`config.mk`:
```
export PLATFORM = sky130hd
export DESIGN_NAME = prio_irq_ctrl
export DESIGN_NICKNAME = d
export VERILOG_FILES = /design/src/rtl/pic_pkg.sv /design/src/rtl/pic_cfg_fsm.sv /design/src/rtl/pic_req_latch.sv /design/src/rtl/pic_prio_res.sv /design/src/rtl/prio_irq_ctrl.sv
export SDC_FILE = /design/constraint.sdc
export NUM_CORES = 1
export LEC_CHECK = 0
export CORE_UTILIZATION = 45
export CTS_CLUSTER_SIZE = 16
export DETAILED_ROUTE_END_ITERATION = 10
export PLACE_DENSITY_LB_ADDON = 0.08
export SLEW_MARGIN = 40
export SYNTH_ARGS = -nofsm -noshare
export SYNTH_HDL_FRONTEND = slang
export SYNTH_HIERARCHICAL = 1
export SYNTH_SLANG_ARGS = --single-unit
```
`constraint.sdc`:
```
create_clock -name clk -period 4.65 [get_ports clk]
set_input_delay 0.465 -clock clk [delete_from_list [all_inputs] [get_ports clk]]
set_output_delay 0.465 -clock clk [all_outputs]
set_load 0.005 [all_outputs]
```
`src/rtl/pic_pkg.sv`:
```
package pic_pkg;
  localparam int PIC_NUM_IN = 8;
  localparam int PIC_DATA_W = 8;
  localparam int PIC_IDX_W  = $clog2(PIC_NUM_IN);

  typedef enum logic [2:0] {
    CFG_BLANK = 3'd0,
    CFG_BASE  = 3'd1,
    CFG_CASC  = 3'd2,
    CFG_MODE  = 3'd3,
    CFG_RUN   = 3'd4
  } cfg_state_t;

  localparam logic [7:0] CMD_SEL_REQ = 8'h0A;
  localparam logic [7:0] CMD_SEL_SVC = 8'h0B;
  localparam logic [4:0] CMD_EOI_TOP = 5'b01100;
endpackage

```
`src/rtl/pic_cfg_fsm.sv`:
```
module pic_cfg_fsm
  import pic_pkg::*;
#(
  parameter int DATA_W = PIC_DATA_W,
  parameter int NUM_IN = PIC_NUM_IN,
  localparam int IDX_W = $clog2(NUM_IN)
) (
  input  logic              clk,
  input  logic              rst_n,
  input  logic              wr_en,
  input  logic              addr0,
  input  logic [DATA_W-1:0] wdata,
  output logic              ready,
  output logic              start_pulse,
  output logic [DATA_W-1:0] base,
  output logic [DATA_W-1:0] casc,
  output logic              auto_eoi,
  output logic [NUM_IN-1:0] mask,
  output logic              sel_svc,
  output logic              eoi_valid,
  output logic [IDX_W-1:0]  eoi_idx
);
  cfg_state_t        st_q, st_d;
  logic [DATA_W-1:0] base_q, base_d, casc_q, casc_d;
  logic              aeoi_q, aeoi_d, sel_q, sel_d;
  logic [NUM_IN-1:0] mask_q, mask_d;
  logic              cmd_wr, dat_wr;

  assign cmd_wr      = wr_en && !addr0;
  assign dat_wr      = wr_en && addr0;
  assign start_pulse = cmd_wr && wdata[4];
  assign eoi_valid   = cmd_wr && !wdata[4] && (st_q == CFG_RUN) &&
                       (wdata[7:3] == CMD_EOI_TOP);
  assign eoi_idx     = wdata[IDX_W-1:0];

  always_comb begin
    st_d   = st_q;
    base_d = base_q;
    casc_d = casc_q;
    aeoi_d = aeoi_q;
    sel_d  = sel_q;
    mask_d = mask_q;
    if (start_pulse) begin
      st_d   = CFG_BASE;
      mask_d = '0;
      sel_d  = 1'b0;
    end else if (dat_wr) begin
      unique case (st_q)
        CFG_BASE: begin base_d = wdata; st_d = CFG_CASC; end
        CFG_CASC: begin casc_d = wdata; st_d = CFG_MODE; end
        CFG_MODE: begin aeoi_d = wdata[1]; st_d = CFG_RUN; end
        default:  mask_d = wdata[NUM_IN-1:0];
      endcase
    end else if (cmd_wr && st_q == CFG_RUN) begin
      if (wdata == CMD_SEL_REQ) sel_d = 1'b0;
      else if (wdata == CMD_SEL_SVC) sel_d = 1'b1;
    end
  end

  always_ff @(posedge clk or negedge rst_n) begin
    if (!rst_n) begin
      st_q   <= CFG_BLANK;
      base_q <= '0;
      casc_q <= '0;
      aeoi_q <= 1'b0;
      sel_q  <= 1'b0;
      mask_q <= '0;
    end else begin
      st_q   <= st_d;
      base_q <= base_d;
      casc_q <= casc_d;
      aeoi_q <= aeoi_d;
      sel_q  <= sel_d;
      mask_q <= mask_d;
    end
  end

  assign ready    = (st_q == CFG_RUN);
  assign base     = base_q;
  assign casc     = casc_q;
  assign auto_eoi = aeoi_q;
  assign mask     = mask_q;
  assign sel_svc  = sel_q;
endmodule

```
`src/rtl/pic_req_latch.sv`:
```
module pic_req_latch
  import pic_pkg::*;
#(
  parameter int NUM_IN = PIC_NUM_IN
) (
  input  logic              clk,
  input  logic              rst_n,
  input  logic [NUM_IN-1:0] irq_in,
  input  logic [NUM_IN-1:0] take,
  output logic [NUM_IN-1:0] irr
);
  logic [NUM_IN-1:0] prev_q;

  always_ff @(posedge clk or negedge rst_n) begin
    if (!rst_n) prev_q <= '0;
    else        prev_q <= irq_in;
  end

  for (genvar g = 0; g < NUM_IN; g++) begin : g_bit
    logic req_q, req_d;
    always_comb begin
      req_d = req_q;
      if (irq_in[g] && !prev_q[g]) req_d = 1'b1;
      if (!irq_in[g] || take[g])   req_d = 1'b0;
    end
    always_ff @(posedge clk or negedge rst_n) begin
      if (!rst_n) req_q <= 1'b0;
      else        req_q <= req_d;
    end
    assign irr[g] = req_q;
  end
endmodule

```
`src/rtl/pic_prio_res.sv`:
```
module pic_prio_res
  import pic_pkg::*;
#(
  parameter int NUM_IN = PIC_NUM_IN,
  localparam int IDX_W = $clog2(NUM_IN)
) (
  input  logic [NUM_IN-1:0] irr,
  input  logic [NUM_IN-1:0] mask,
  input  logic [NUM_IN-1:0] isr,
  output logic              win,
  output logic [IDX_W-1:0]  win_idx
);
  logic [NUM_IN-1:0] cand;
  logic              req_any, svc_any;
  logic [IDX_W-1:0]  req_idx, svc_idx;

  assign cand = irr & ~mask;

  always_comb begin
    req_any = 1'b0;
    req_idx = '0;
    svc_any = 1'b0;
    svc_idx = '0;
    for (int i = NUM_IN - 1; i >= 0; i--) begin
      if (cand[i]) begin
        req_any = 1'b1;
        req_idx = IDX_W'(i);
      end
      if (isr[i]) begin
        svc_any = 1'b1;
        svc_idx = IDX_W'(i);
      end
    end
  end

  assign win     = req_any && (!svc_any || (req_idx < svc_idx));
  assign win_idx = req_idx;
endmodule

```
`src/rtl/prio_irq_ctrl.sv`:
```
module prio_irq_ctrl
  import pic_pkg::*;
#(
  parameter int DATA_W = PIC_DATA_W,
  parameter int NUM_IN = PIC_NUM_IN,
  localparam int IDX_W = $clog2(NUM_IN)
) (
  input  logic              clk,
  input  logic              rst_n,
  input  logic              wr_en,
  input  logic              addr0,
  input  logic [DATA_W-1:0] wdata,
  output logic [DATA_W-1:0] rdata,
  input  logic [NUM_IN-1:0] irq_in,
  input  logic              ack_in,
  output logic              int_out,
  output logic [DATA_W-1:0] vec_out,
  output logic              vec_valid,
  output logic [DATA_W-1:0] cascade_cfg
);
  logic              ready, start_pulse, auto_eoi, sel_svc, eoi_valid;
  logic [DATA_W-1:0] base, casc;
  logic [NUM_IN-1:0] mask, irr, take;
  logic [IDX_W-1:0]  eoi_idx, win_idx;
  logic              win;

  logic [NUM_IN-1:0] isr_q, isr_d, isr_set, isr_clr;
  logic              phase_q, phase_d;
  logic [IDX_W-1:0]  held_idx_q, held_idx_d;
  logic              held_spur_q, held_spur_d;
  logic [DATA_W-1:0] vec_q, vec_d;
  logic              vld_q, vld_d;
  logic              ack_fire, ack_first, ack_second;

  pic_cfg_fsm #(.DATA_W(DATA_W), .NUM_IN(NUM_IN)) u_cfg (
    .clk(clk), .rst_n(rst_n), .wr_en(wr_en), .addr0(addr0), .wdata(wdata),
    .ready(ready), .start_pulse(start_pulse), .base(base), .casc(casc),
    .auto_eoi(auto_eoi), .mask(mask), .sel_svc(sel_svc),
    .eoi_valid(eoi_valid), .eoi_idx(eoi_idx)
  );

  pic_req_latch #(.NUM_IN(NUM_IN)) u_req (
    .clk(clk), .rst_n(rst_n), .irq_in(irq_in), .take(take), .irr(irr)
  );

  pic_prio_res #(.NUM_IN(NUM_IN)) u_prio (
    .irr(irr), .mask(mask), .isr(isr_q), .win(win), .win_idx(win_idx)
  );

  assign ack_fire   = ack_in && ready;
  assign ack_first  = ack_fire && !phase_q;
  assign ack_second = ack_fire && phase_q;

  always_comb begin
    isr_set     = '0;
    isr_clr     = '0;
    take        = '0;
    phase_d     = phase_q;
    held_idx_d  = held_idx_q;
    held_spur_d = held_spur_q;
    vec_d       = vec_q;
    vld_d       = 1'b0;
    if (eoi_valid) isr_clr = NUM_IN'(1) << eoi_idx;
    if (ack_first) begin
      phase_d = 1'b1;
      if (win) begin
        held_idx_d  = win_idx;
        held_spur_d = 1'b0;
        isr_set     = NUM_IN'(1) << win_idx;
        take        = NUM_IN'(1) << win_idx;
      end else begin
        held_idx_d  = '1;
        held_spur_d = 1'b1;
      end
    end
    if (ack_second) begin
      phase_d = 1'b0;
      vec_d   = base + DATA_W'(held_idx_q);
      vld_d   = 1'b1;
      if (auto_eoi && !held_spur_q) isr_clr = isr_clr | (NUM_IN'(1) << held_idx_q);
    end
    isr_d = (isr_q & ~isr_clr) | isr_set;
    if (start_pulse) begin
      isr_d   = '0;
      phase_d = 1'b0;
    end
  end

  always_ff @(posedge clk or negedge rst_n) begin
    if (!rst_n) begin
      isr_q       <= '0;
      phase_q     <= 1'b0;
      held_idx_q  <= '1;
      held_spur_q <= 1'b0;
      vec_q       <= '0;
      vld_q       <= 1'b0;
    end else begin
      isr_q       <= isr_d;
      phase_q     <= phase_d;
      held_idx_q  <= held_idx_d;
      held_spur_q <= held_spur_d;
      vec_q       <= vec_d;
      vld_q       <= vld_d;
    end
  end

  assign int_out     = ready && win;
  assign vec_out     = vec_q;
  assign vec_valid   = vld_q;
  assign cascade_cfg = casc;
  assign rdata       = addr0 ? DATA_W'(mask) : (sel_svc ? DATA_W'(isr_q) : DATA_W'(irr));
endmodule

```
==> metrics.md, run 1 <==
| Metric | Value |
|---|---|
| CP required | between 4000 and 5000 ps |
| Count of state elements after synthesis | 67 |
| Post-route cell area | 0.00438 sq mm |
| DP Area | approximately 0.0042 sq mm |
| PD cells | between 400 and 500 mW/mm^2 |
| Worst Tran Pin Value | around 640 ps |
| Cts hold-fix bufs | 0 |
| Outcome | finished clean |
| Register-to-register setup slack | between 1000 and 1500 ps |
| Avg WL per Cell | 16.6 microns |
| Fin crit period | 3890 ps |
| DPL Wire Length | 5900 microns |
| Ranking of synthesized cells by area | dfrtp_1 (44%), mux2i_1 (4.6%), nand2_1 (4.3%) |
| Synth top area share | 0.436 |
| FMAX | about 260 MHz |
| Skew-Pair Late Insertion Delay | about 340 ps |
| Sink Count | 67 |
| Crit. End Element | output port |
| Gp weighted congestion | 0.830 |
| Post-Syn Instances | around 350 |
| DR vias/cell | roughly 5.4 |
| Initial DRC count | 150 |
| Hold Path Class | input port to asynchronous set/reset pin |
| ANT nets after route | 0 |
| Die width | between 90 and 100 microns |
| Largest net degree at the start of global routing | between 60 and 70 |
| Die Ht | roughly 90 microns |
| Synth-to-Final Area Change | 19.3% |
| Post-Synth Adder-Cell Area | 0.0225 |
| H-tree levels | 3 |
| GRT Total Usage | 0.209 |
| Die area | between 0.008 and 0.009 sq mm |
| Yosys warns | 6 |
| Core Region | between 0.007 and 0.008 sq mm |
| Mapped Nets | around 370 |
| Cell taking the most area after synthesis | dfrtp_1 |
| CP arrival | 3430 ps |
| Drt drc | 0 |
| Initial antenna violation count | 0 |
| CP Launch Type | register |
| First-pass GRT wire length | between 10000 and 15000 microns |
| Fin. max-slew vios | 0 |
| Post-Synth XOR/XNOR Area | 0.0143 |
| Maximum vdd drop | 0.000243 V |
| Endpoints failing setup | 0 |
| Syn Area/Cell | between 10 and 15 sq um |
| Drt total wl | roughly 8000 microns |
| # Max-Cap Violations | 0 |
| Vias | about 2.7k |
| Final hold vios | 0 |
| RSZ-0062 raised after global routing | false |
| CTS tree | built |
| R2R Path End | u_req/g_bit[4].req_q$_DFFE_PN0P_ |
| Ports | 47 |
| Leak Pwr | 1.94 nW |
| Hold_ws | around 220 ps |
| Worst-path clk slew | approximately 70 ps |
| Starting density of the core | 0.471 |
| Largest family of logic cells by synthesized area | simple AND/OR/NAND/NOR gates |
| Peak fanout along the critical path | 7 |
| Main synth FF type | dfrtp_1 |
| Sequential share of the synthesized area | 0.457 |
| Post-CTS Setup Inserts | 0 |
| Multiplexer share of the synthesized area | 0.110 |
| Crit path kind | register to output port |
| Worst R2R Path Depth | 12 |
| Synth Area in Compound Gates | 0.109 |
| Vias in the first global route | 2709 |
| Async SR Flop Fraction | 1.00 |
| Total gr overflow | 0 |
| CTS buffer count | 9 |
| Fin Setup TNS | 0 ps |
| Post-layout util | 0.562 |
| Mapped cell area | between 0.003 and 0.004 sq mm |
| Rows | 32 |
| Port bufs | 46 |
| Clock skew | about 10 ps |
| Max-slew headroom | 0.569 |
| FF-to-FF Start | u_req/g_bit[3].req_q$_DFFE_PN0P_ |
| Final net count | between 400 and 500 |
| Share of cells above drive strength 1 | 0.189 |
| Resized Gates After CTS | 0 |
| Tcrit/Tclk final | 0.837 |
| Number of iterations in the first detailed-routing pass | 4 |
| Root Driver | clkbuf_8 |
| Clk buf depth | 2 |
| EDFF count, synth | 0 |
| Count of cell types in the netlist | 58 |
| Ant diodes | 0 |
| Simple logic cell fraction of the synthesized area | 0.234 |
## layout make-up
| cell class | instances | area, sq um |
|---|---|---|
| fill | 697 | 3420 |
| multi-input combinational | 243 | 1810 |
| sequential | 67 | 1680 |
| timing repair buffer | 48 | 474 |
| clock buffer | 12 | 155 |
| tap | 102 | 128 |
| clock inverter | 4 | 72.6 |
| inverter | 18 | 67.6 |
## layer usage
metal | vias to the layer above | track usage | wire length [microns]
li1 | 1283 | - | -
met1 | 1289 | 0.277 | 3810
met2 | 68 | 0.333 | 3910
met3 | 10 | 0.0443 | 330
met4 | 0 | 0.0859 | 132
met5 | - | 0 | 0
## through the flow
stage	power, W	cells	setup slack, ps
2_1_floorplan	0.00137	347	1790
3_3_place_gp	0.00163	478	1220
3_5_place_dp	0.00164	478	1150
4_1_cts	0.00221	494	766
5_1_grt	0.00232	494	594
6_report	0.00218	494	759
## state kept, by name, indices dropped and copies added, names as in the netlist
name,cells
vec_valid,1
u_cfg/sel_svc,1
held_idx_q,3
vec_out,8
held_spur_q,1
u_req/prev_q,8
u_cfg/mask,8
u_cfg/auto_eoi,1
u_cfg/casc,8
isr_q,8
u_cfg/st_q,3
phase_q,1
u_cfg/base,8
u_req/g_bit.req_q,8
## placed cells by master (no fill, tap or decap), types with 3 or more instances in the layout
master / instances
dfrtp_1: 64
clkdlybuf4s50_1: 45
nand2_1: 42
o21ai_0: 21
nor2_1: 19
inv_1: 17
mux2i_1: 17
a21oi_1: 11
clkbuf_8: 11
mux2_2: 10
nor2b_1: 9
nand2b_1: 9
nor3b_2: 9
nand3_1: 8
mux2_4: 8
nor2b_4: 8
xnor2_1: 6
o22ai_1: 5
ha_1: 5
nand4_1: 4
o21ai_1: 4
o211ai_1: 3
nand3b_1: 3
a31oi_1: 3
dfstp_2: 3
## cell usage after synthesis (5+ instances only)
library cell / count
nor2b_1: 9
mux2_4: 8
dfrtp_1: 64
ha_1: 5
nand2b_1: 9
a21oi_1: 11
mux2i_1: 17
nand2_1: 42
xnor2_1: 6
nand3_1: 8
o21ai_0: 21
mux2_2: 10
buf_4: 13
inv_1: 17
nor3b_2: 8
nor2b_4: 8
o22ai_1: 5
nor2_1: 19
## cell families (layout without fill, tap and decap cells)
group	after synthesis	in the layout
xor gates and xnor gates	6	6
buffers and inverters	37	82
AOI/OAI and AO/OA	63	63
muxes	35	35
DFF	67	67
and+or+nand+nor	133	133
adders and majority gates	6	6
## critical path, stage by stage (launching register included)
cell and delay [ps]:
dfrtp_1 420, nor2b_1 160, a21oi_1 150, nor2b_1 240, nor2b_1 330, ha_1 310
a211o_1 320, nor3_2 190, a2bb2oi_2 280, and2_1 180, clkdlybuf4s50_1 500
## where the power goes
part | total, W | switching, W | internal, W
sequential | 0.000920 | 0.000173 | 0.000747
clock | 0.000549 | 0.000219 | 0.000331
combinational | 0.000712 | 0.000308 | 0.000404
## worst max-delay path by stage
| stage | from | cells past startpoint | endpoint |
|---|---|---|---|
| after floorplan | u_req/g_bit[3].req_q$_DFFE_PN0P_ | 13 | u_req/g_bit[4].req_q$_DFFE_PN0P_ |
| after global placement | u_req/g_bit[3].req_q$_DFFE_PN0P_ | 10 | int_out |
| after detailed placement | u_req/g_bit[3].req_q$_DFFE_PN0P_ | 10 | int_out |
| after CTS | u_req/g_bit[3].req_q$_DFFE_PN0P_ | 10 | int_out |
| after global routing | u_req/g_bit[3].req_q$_DFFE_PN0P_ | 10 | int_out |
| final | u_req/g_bit[3].req_q$_DFFE_PN0P_ | 10 | int_out |
Power figures use the tool's default switching activity.
==> inputs of run 2 (changes only) <==
- clock period: 4.65 -> 3.4 ns (I/O delays scaled with it)
==> metrics.md, run 2 (same netlist as run 1, synthesis figures left out) <==
| Metric | Value |
|---|---|
| Outcome | finished with violations |
| Failing checks | negative hold slack |
| Tcrit/Tclk final | 0.880 |
| Total gr overflow | 0 |
| Register area | 0.00168 sq mm |
| GRT Total Usage | 0.209 |
| Root Driver | clkbuf_8 |
| Fin Setup TNS | 0 ps |
| Avg WL per Cell | ~16 microns |
| PD cells | a little under 700 mW/mm^2 |
| First-pass GRT wire length | around 14000 microns |
| WL met2 | roughly 4000 microns |
| Max-slew headroom | 0.561 |
| Seq pwr share | 0.420 |
| DR WL met3 | 411 microns |
| Starting density of the core | 0.471 |
| Vias in the first global route | 2732 |
| Slowest CP cell | dfrtp_1 |
| CP bufs+invs | 1 |
| Placement Setup Slack | about 290 ps |
| CP required | 3630 ps |
| Share of cells above drive strength 1 | 0.214 |
| Final net count | 423 |
| CP arrival | ~3200 ps |
| Filler Cells Inserted | roughly 700 |
| P_int | between 0.002 and 0.0025 W |
| Peak fanout along the critical path | 6 |
| Endpoints failing setup | 0 |
| Die width | between 90 and 100 microns |
| # Max-Cap Violations | 0 |
| Top delay family on crit path | simple AND/OR/NAND/NOR gates |
| Sink Count | 67 |
| DR vias/cell | roughly 5.3 |
| Clk buf depth | 2 |
| DPL Wire Length | ~6000 microns |
| Gp weighted congestion | 0.874 |
| Clock skew | 6.77 ps |
| Crit-path cells | nor2b_1 > a21oi_1 > nor2b_4 > nor2b_4 > ha_1 > a211o_1 > nor3_2 > a2bb2oi_2 > buf_4 > nor2b_1 > nand3_1 > nor2_1 > nor3b_2 |
| Worst setup margin | 408 ps |
| R2R Path End | u_req/g_bit[4].req_q$_DFFE_PN0P_ |
| Drt total wl | a little over 8000 microns |
| Crit path kind | register to register |
| Leak Pwr | around 2 nW |
| Most frequent cells in the layout | dfrtp_1 (64), clkdlybuf4s50_1 (44), nand2_1 (42), o21ai_0 (20), nor2_1 (18) |
| Ant diodes | 0 |
| Largest stage delay, worst path | between 300 and 400 ps |
| Fin crit period | about 3000 ps |
| Crit. End Element | register |
| Fin. max-slew vios | 0 |
| Core Region | 0.00781 sq mm |
| Synth-to-Final Area Change | 21.3% |
| Area of the multi-input gates | approximately 0.0018 sq mm |
| Worst Tran Pin Value | 653 ps |
| Worst R2R Path Depth | 13 |
| Maximum vdd drop | between 0.0003 and 0.0004 V |
| CTS tree | built |
| Vias | about 2.7k |
| Worst-path clk slew | about 70 ps |
| Largest net degree at the start of global routing | 32 |
| Rows | 32 |
| Final hold vios | 4 |
| Die area | about 0.0085 sq mm |
| Net Switching | 0.000980 W |
| RSZ-0062 raised after global routing | false |
| Combinational power share | 0.348 |
| Initial antenna violation count | 0 |
| Die Ht | about 92 microns |
| Switching Fraction | 0.326 |
| Top Metal Used | met4 |
| Initial DRC count | between 150 and 200 |
| Ports | 47 |
| Clock network fraction of total power | 0.231 |
| Skew-Pair Late Insertion Delay | 330 ps |
| ANT nets after route | 0 |
| Port bufs | between 40 and 50 |
| Hold_ws | -4.59 ps |
| Commonest non-fill, non-tap cell in the layout | dfrtp_1 |
| FF-to-FF Start | u_req/g_bit[3].req_q$_DFFE_PN0P_ |
| Drt drc | 0 |
| Number of iterations in the first detailed-routing pass | 4 |
| CP Launch Type | register |
| Cts hold-fix bufs | 0 |
| Register-to-register setup slack | slightly above 400 ps |
| Metal-1 WL | between 3000 and 4000 microns |
| H-tree levels | 3 |
| Hold Path Class | input port to asynchronous set/reset pin |
| CTS buffer count | 9 |
| FMAX | about 330 MHz |
## run 2: cell count changes in the layout (fill, tap and decap cells not counted), moves of 2 or more
cell / previous run / this run
nor2b_1: 9 / 6
nor2b_4: 8 / 10
clkbuf_1: 1 / 3
buf_4: 1 / 11
## run 2: through the flow
stage	total power, W	std cells	util	instance area [sq um]	hold slack [ps]
6_report	0.00300	503	0.571	4460	-4.59
5_1_grt	0.00319	503	0.571	4460	44.3
4_1_cts	0.00300	499	0.565	4410	13.3
3_5_place_dp	0.00228	483	0.536	4190	383
3_3_place_gp	0.00226	483	0.536	4180	379
2_1_floorplan	0.00187	347	-	3680	44.4
## run 2: worst reg2reg max path: stages (launching register included)
cell	delay (ps)
dfrtp_1	390
nor2b_1	150
a21oi_1	160
nor2b_4	180
nor2b_4	150
ha_1	260
a211o_1	330
nor3_2	230
a2bb2oi_2	180
buf_4	160
nor2b_1	210
nand3_1	250
nor2_1	200
nor3b_2	60
## run 2: worst max path at each step
| stage | start | end | slack [ps] | cells past startpoint |
|---|---|---|---|---|
| floorplan | u_req/g_bit[3].req_q$_DFFE_PN0P_ | u_req/g_bit[4].req_q$_DFFE_PN0P_ | 540 | 13 |
| global placement | u_req/g_bit[3].req_q$_DFFE_PN0P_ | int_out | 350 | 10 |
| detailed placement | u_req/g_bit[3].req_q$_DFFE_PN0P_ | u_req/g_bit[4].req_q$_DFFE_PN0P_ | 290 | 13 |
| CTS | u_req/g_bit[3].req_q$_DFFE_PN0P_ | int_out | 40 | 10 |
| global route | u_req/g_bit[3].req_q$_DFFE_PN0P_ | u_req/g_bit[4].req_q$_DFFE_PN0P_ | 320 | 13 |
| finish | u_req/g_bit[3].req_q$_DFFE_PN0P_ | u_req/g_bit[4].req_q$_DFFE_PN0P_ | 410 | 13 |
## run 2: routing by layer
layer | global-route usage | vias up
li1 | - | 1300
met5 | 0 | -
met2 | 0.327 | 67
met1 | 0.280 | 1304
met3 | 0.0435 | 11
met4 | 0.0885 | 0
## run 2: layout make-up
type,instances,area share
Inverter,18,0.0151
Multi-Input combinational cell,243,0.412
Clock buffer,15,0.0396
Timing Repair Buffer,57,0.121
Clock inverter,1,0.00673
Tap cell,102,0.0286
Sequential cell,67,0.377
## run 2: repair_timing
item	CTS	global route
resized for setup	6	5
setup endpoints to repair	1	1
setup buffers	0	4
pin swaps	1	3
## run 2: power by group through the flow
stage	Combinational [W]	Clock, W	Sequential [W]
2_1_floorplan	0.000680	0	0.00119
4_1_cts	0.00103	0.000714	0.00126
3_3_place_gp	0.000986	0	0.00127
5_1_grt	0.00115	0.000744	0.00130
3_5_place_dp	0.00101	0	0.00127
6_report	0.00105	0.000694	0.00126
==> inputs of run 3 (changes only) <==
- CORE_ASPECT_RATIO: not set -> 0.7
- MAX_ROUTING_LAYER: not set -> met4
==> metrics.md, run 3 (same netlist as run 1, synthesis figures left out) <==
| Metric | Value |
|---|---|
| Worst Tran Pin Value | 642 ps |
| Avg WL per Cell | 17.5 microns |
| Cell Count, Final, Fillers Out | 504 |
| RSZ-0062 raised after global routing | false |
| CP arrival | roughly 3300 ps |
| Slowest CP cell | dfrtp_1 |
| Hold Path Class | input port to register |
| Hold Path Origin | irq_in[1] |
| Commonest non-fill, non-tap cell in the layout | dfrtp_1 |
| Skew-Pair Late Insertion Delay | between 300 and 400 ps |
| Fin crit period | 3060 ps |
| Peak fanout along the critical path | 5 |
| DP Area | roughly 0.0042 sq mm |
| DPL Wire Length | ~6400 microns |
| Combinational power share | 0.327 |
| H-tree levels | 3 |
| Tcrit/Tclk final | 0.899 |
| Sink Count | 67 |
| Port bufs | 46 |
| Most frequent cells in the layout | dfrtp_1 (64), clkdlybuf4s50_1 (44), nand2_1 (42), o21ai_0 (20), nor2_1 (18) |
| CP dominant cell by count | nor2b_4 |
| # Max-Cap Violations | 0 |
| Clock network fraction of total power | 0.291 |
| Die width | roughly 110 microns |
| Initial DRC count | about 220 |
| Total gr overflow | 0 |
| Crit. End Element | register |
| Final hold vios | 0 |
| Largest stage delay, worst path | 400 ps |
| Rows | 27 |
| Crit-path cells | nor2b_2 > a21oi_2 > nor2b_4 > nor2b_4 > ha_1 > a211o_1 > nor3_2 > a2bb2oi_4 > buf_4 > nor2b_1 > nand3_1 > nor2_1 > nor3b_2 |
| CP required | 3620 ps |
| FF-to-FF Start | u_req/g_bit[3].req_q$_DFFE_PN0P_ |
| Gp weighted congestion | roughly 0.90 |
| CP startpoint | u_req/g_bit[3].req_q$_DFFE_PN0P_ |
| Fin. max-slew vios | 0 |
| FMAX | ~330 MHz |
| Fin Setup TNS | 0 ps |
| CTS buffer count | 9 |
| Clk buf depth | 2 |
| Maximum vdd drop | between 0.0004 and 0.0005 V |
| CP Launch Type | register |
| Outcome | finished clean |
| GRT Total Usage | 0.234 |
| Net Switching | approximately 0.0011 W |
| Worst-path clk slew | ~50 ps |
| Placed insts | a little under 500 |
| Vias in the first global route | roughly 2.7k |
| Endpoints failing setup | 0 |
| Root Driver | clkbuf_16 |
| Leak Pwr | 2.07 nW |
| Drt drc | 0 |
| Seq pwr share | 0.382 |
| Synth-to-Final Area Change | 25.2% |
| Ant diodes | 0 |
| Die Ht | ~78 microns |
| Vias | between 2k and 3k |
| Hold_ws | 462 ps |
| Crit path kind | register to register |
| Starting density of the core | 0.465 |
| Drt total wl | 8840 microns |
| Switching Fraction | 0.318 |
| DR vias/cell | about 5.4 |
| PD cells | just over 700 mW/mm^2 |
| First-pass GRT wire length | roughly 14000 microns |
| Core Region | ~0.008 sq mm |
| Ports | 47 |
| CP bufs+invs | 1 |
| Initial antenna violation count | 0 |
| ANT nets after route | 0 |
| CTS tree | built |
| Max-slew headroom | 0.571 |
| Largest net degree at the start of global routing | between 40 and 50 |
| Clock skew | between 5 and 6 ps |
| Number of iterations in the first detailed-routing pass | 4 |
| Final net count | between 400 and 500 |
| Post-route cell area | between 0.004 and 0.005 sq mm |
| Die area | between 0.008 and 0.009 sq mm |
| Top delay family on crit path | simple AND/OR/NAND/NOR gates |
| P_int | roughly 0.0023 W |
| Share of cells above drive strength 1 | 0.228 |
[run 3: cell types whose count changed in the layout (fill, tap and decap cells not counted), sizes merged]
cell and delta:
clkinv +2, dlygate4sd3 +1, clkinvlp +1, clkbuf -3
buf +1
[run 3: power by group through the flow]
stage,sequential [W],combinational (W),clock [W]
after CTS,0.00127,0.00105,0.000990
after floorplan,0.00119,0.000680,0
after global placement,0.00126,0.000994,0
after global routing,0.00130,0.00120,0.00102
after detailed placement,0.00127,0.00101,0
final,0.00127,0.00108,0.000963
[run 3: stage by stage]
| step | power (W) | utilization | setup slack, ps |
|---|---|---|---|
| final | 0.00331 | 0.582 | 344 |
| after global routing | 0.00352 | 0.582 | 173 |
| after CTS | 0.00331 | 0.575 | 20.6 |
| after detailed placement | 0.00228 | 0.529 | 161 |
| after global placement | 0.00226 | 0.529 | 240 |
| after floorplan | 0.00187 | - | 536 |
[run 3: worst paths after layout]
path	depth (start not counted)	slack, ps	endpoint
setup / recovery	13	340	u_req/g_bit[6].req_q$_DFFE_PN0P_
hold / removal	1	460	u_req/prev_q[1]$_DFF_PN0_
setup reg to reg	13	340	u_req/g_bit[6].req_q$_DFFE_PN0P_
hold reg to reg	2	470	vec_out[5]$_DFFE_PN0N_
max in group asynchronous	3	1930	vec_out[5]$_DFFE_PN0N_
min in group asynchronous	2	490	u_cfg/casc[4]$_DFFE_PN0P_
[run 3: timing repair]
action	in CTS	in global routing
resized for setup	7	7
endpoints found under the hold margin	20	0
pin swaps	1	2
hold buffers	1	0
buffers inserted	1	4
endpoints found under the setup margin	1	1
[run 3: final cells by class]
cell class | count | area, sq um
inverters | 18 | 67.6
flip-flops and latches | 67 | 1680
multi-input cells | 243 | 1850
clock inverters | 4 | 47.5
clock buffers | 12 | 267
fillers | 690 | 3300
well taps | 101 | 126
repair buffers | 59 | 558
[run 3: worst register-to-register path, cell delays in order, from the launching register on]
cell	delay (ps)
dfrtp_1	400
nor2b_2	180
a21oi_2	130
nor2b_4	190
nor2b_4	160
ha_1	250
a211o_1	300
nor3_2	230
a2bb2oi_4	220
buf_4	170
nor2b_1	200
nand3_1	250
nor2_1	200
nor3b_2	60
[run 3: layer usage]
metal	global-route usage	routed length [microns]
met1	0.346	4520
met2	0.313	3760
met3	0.0529	485
met4	0.0720	72
met5	-	0
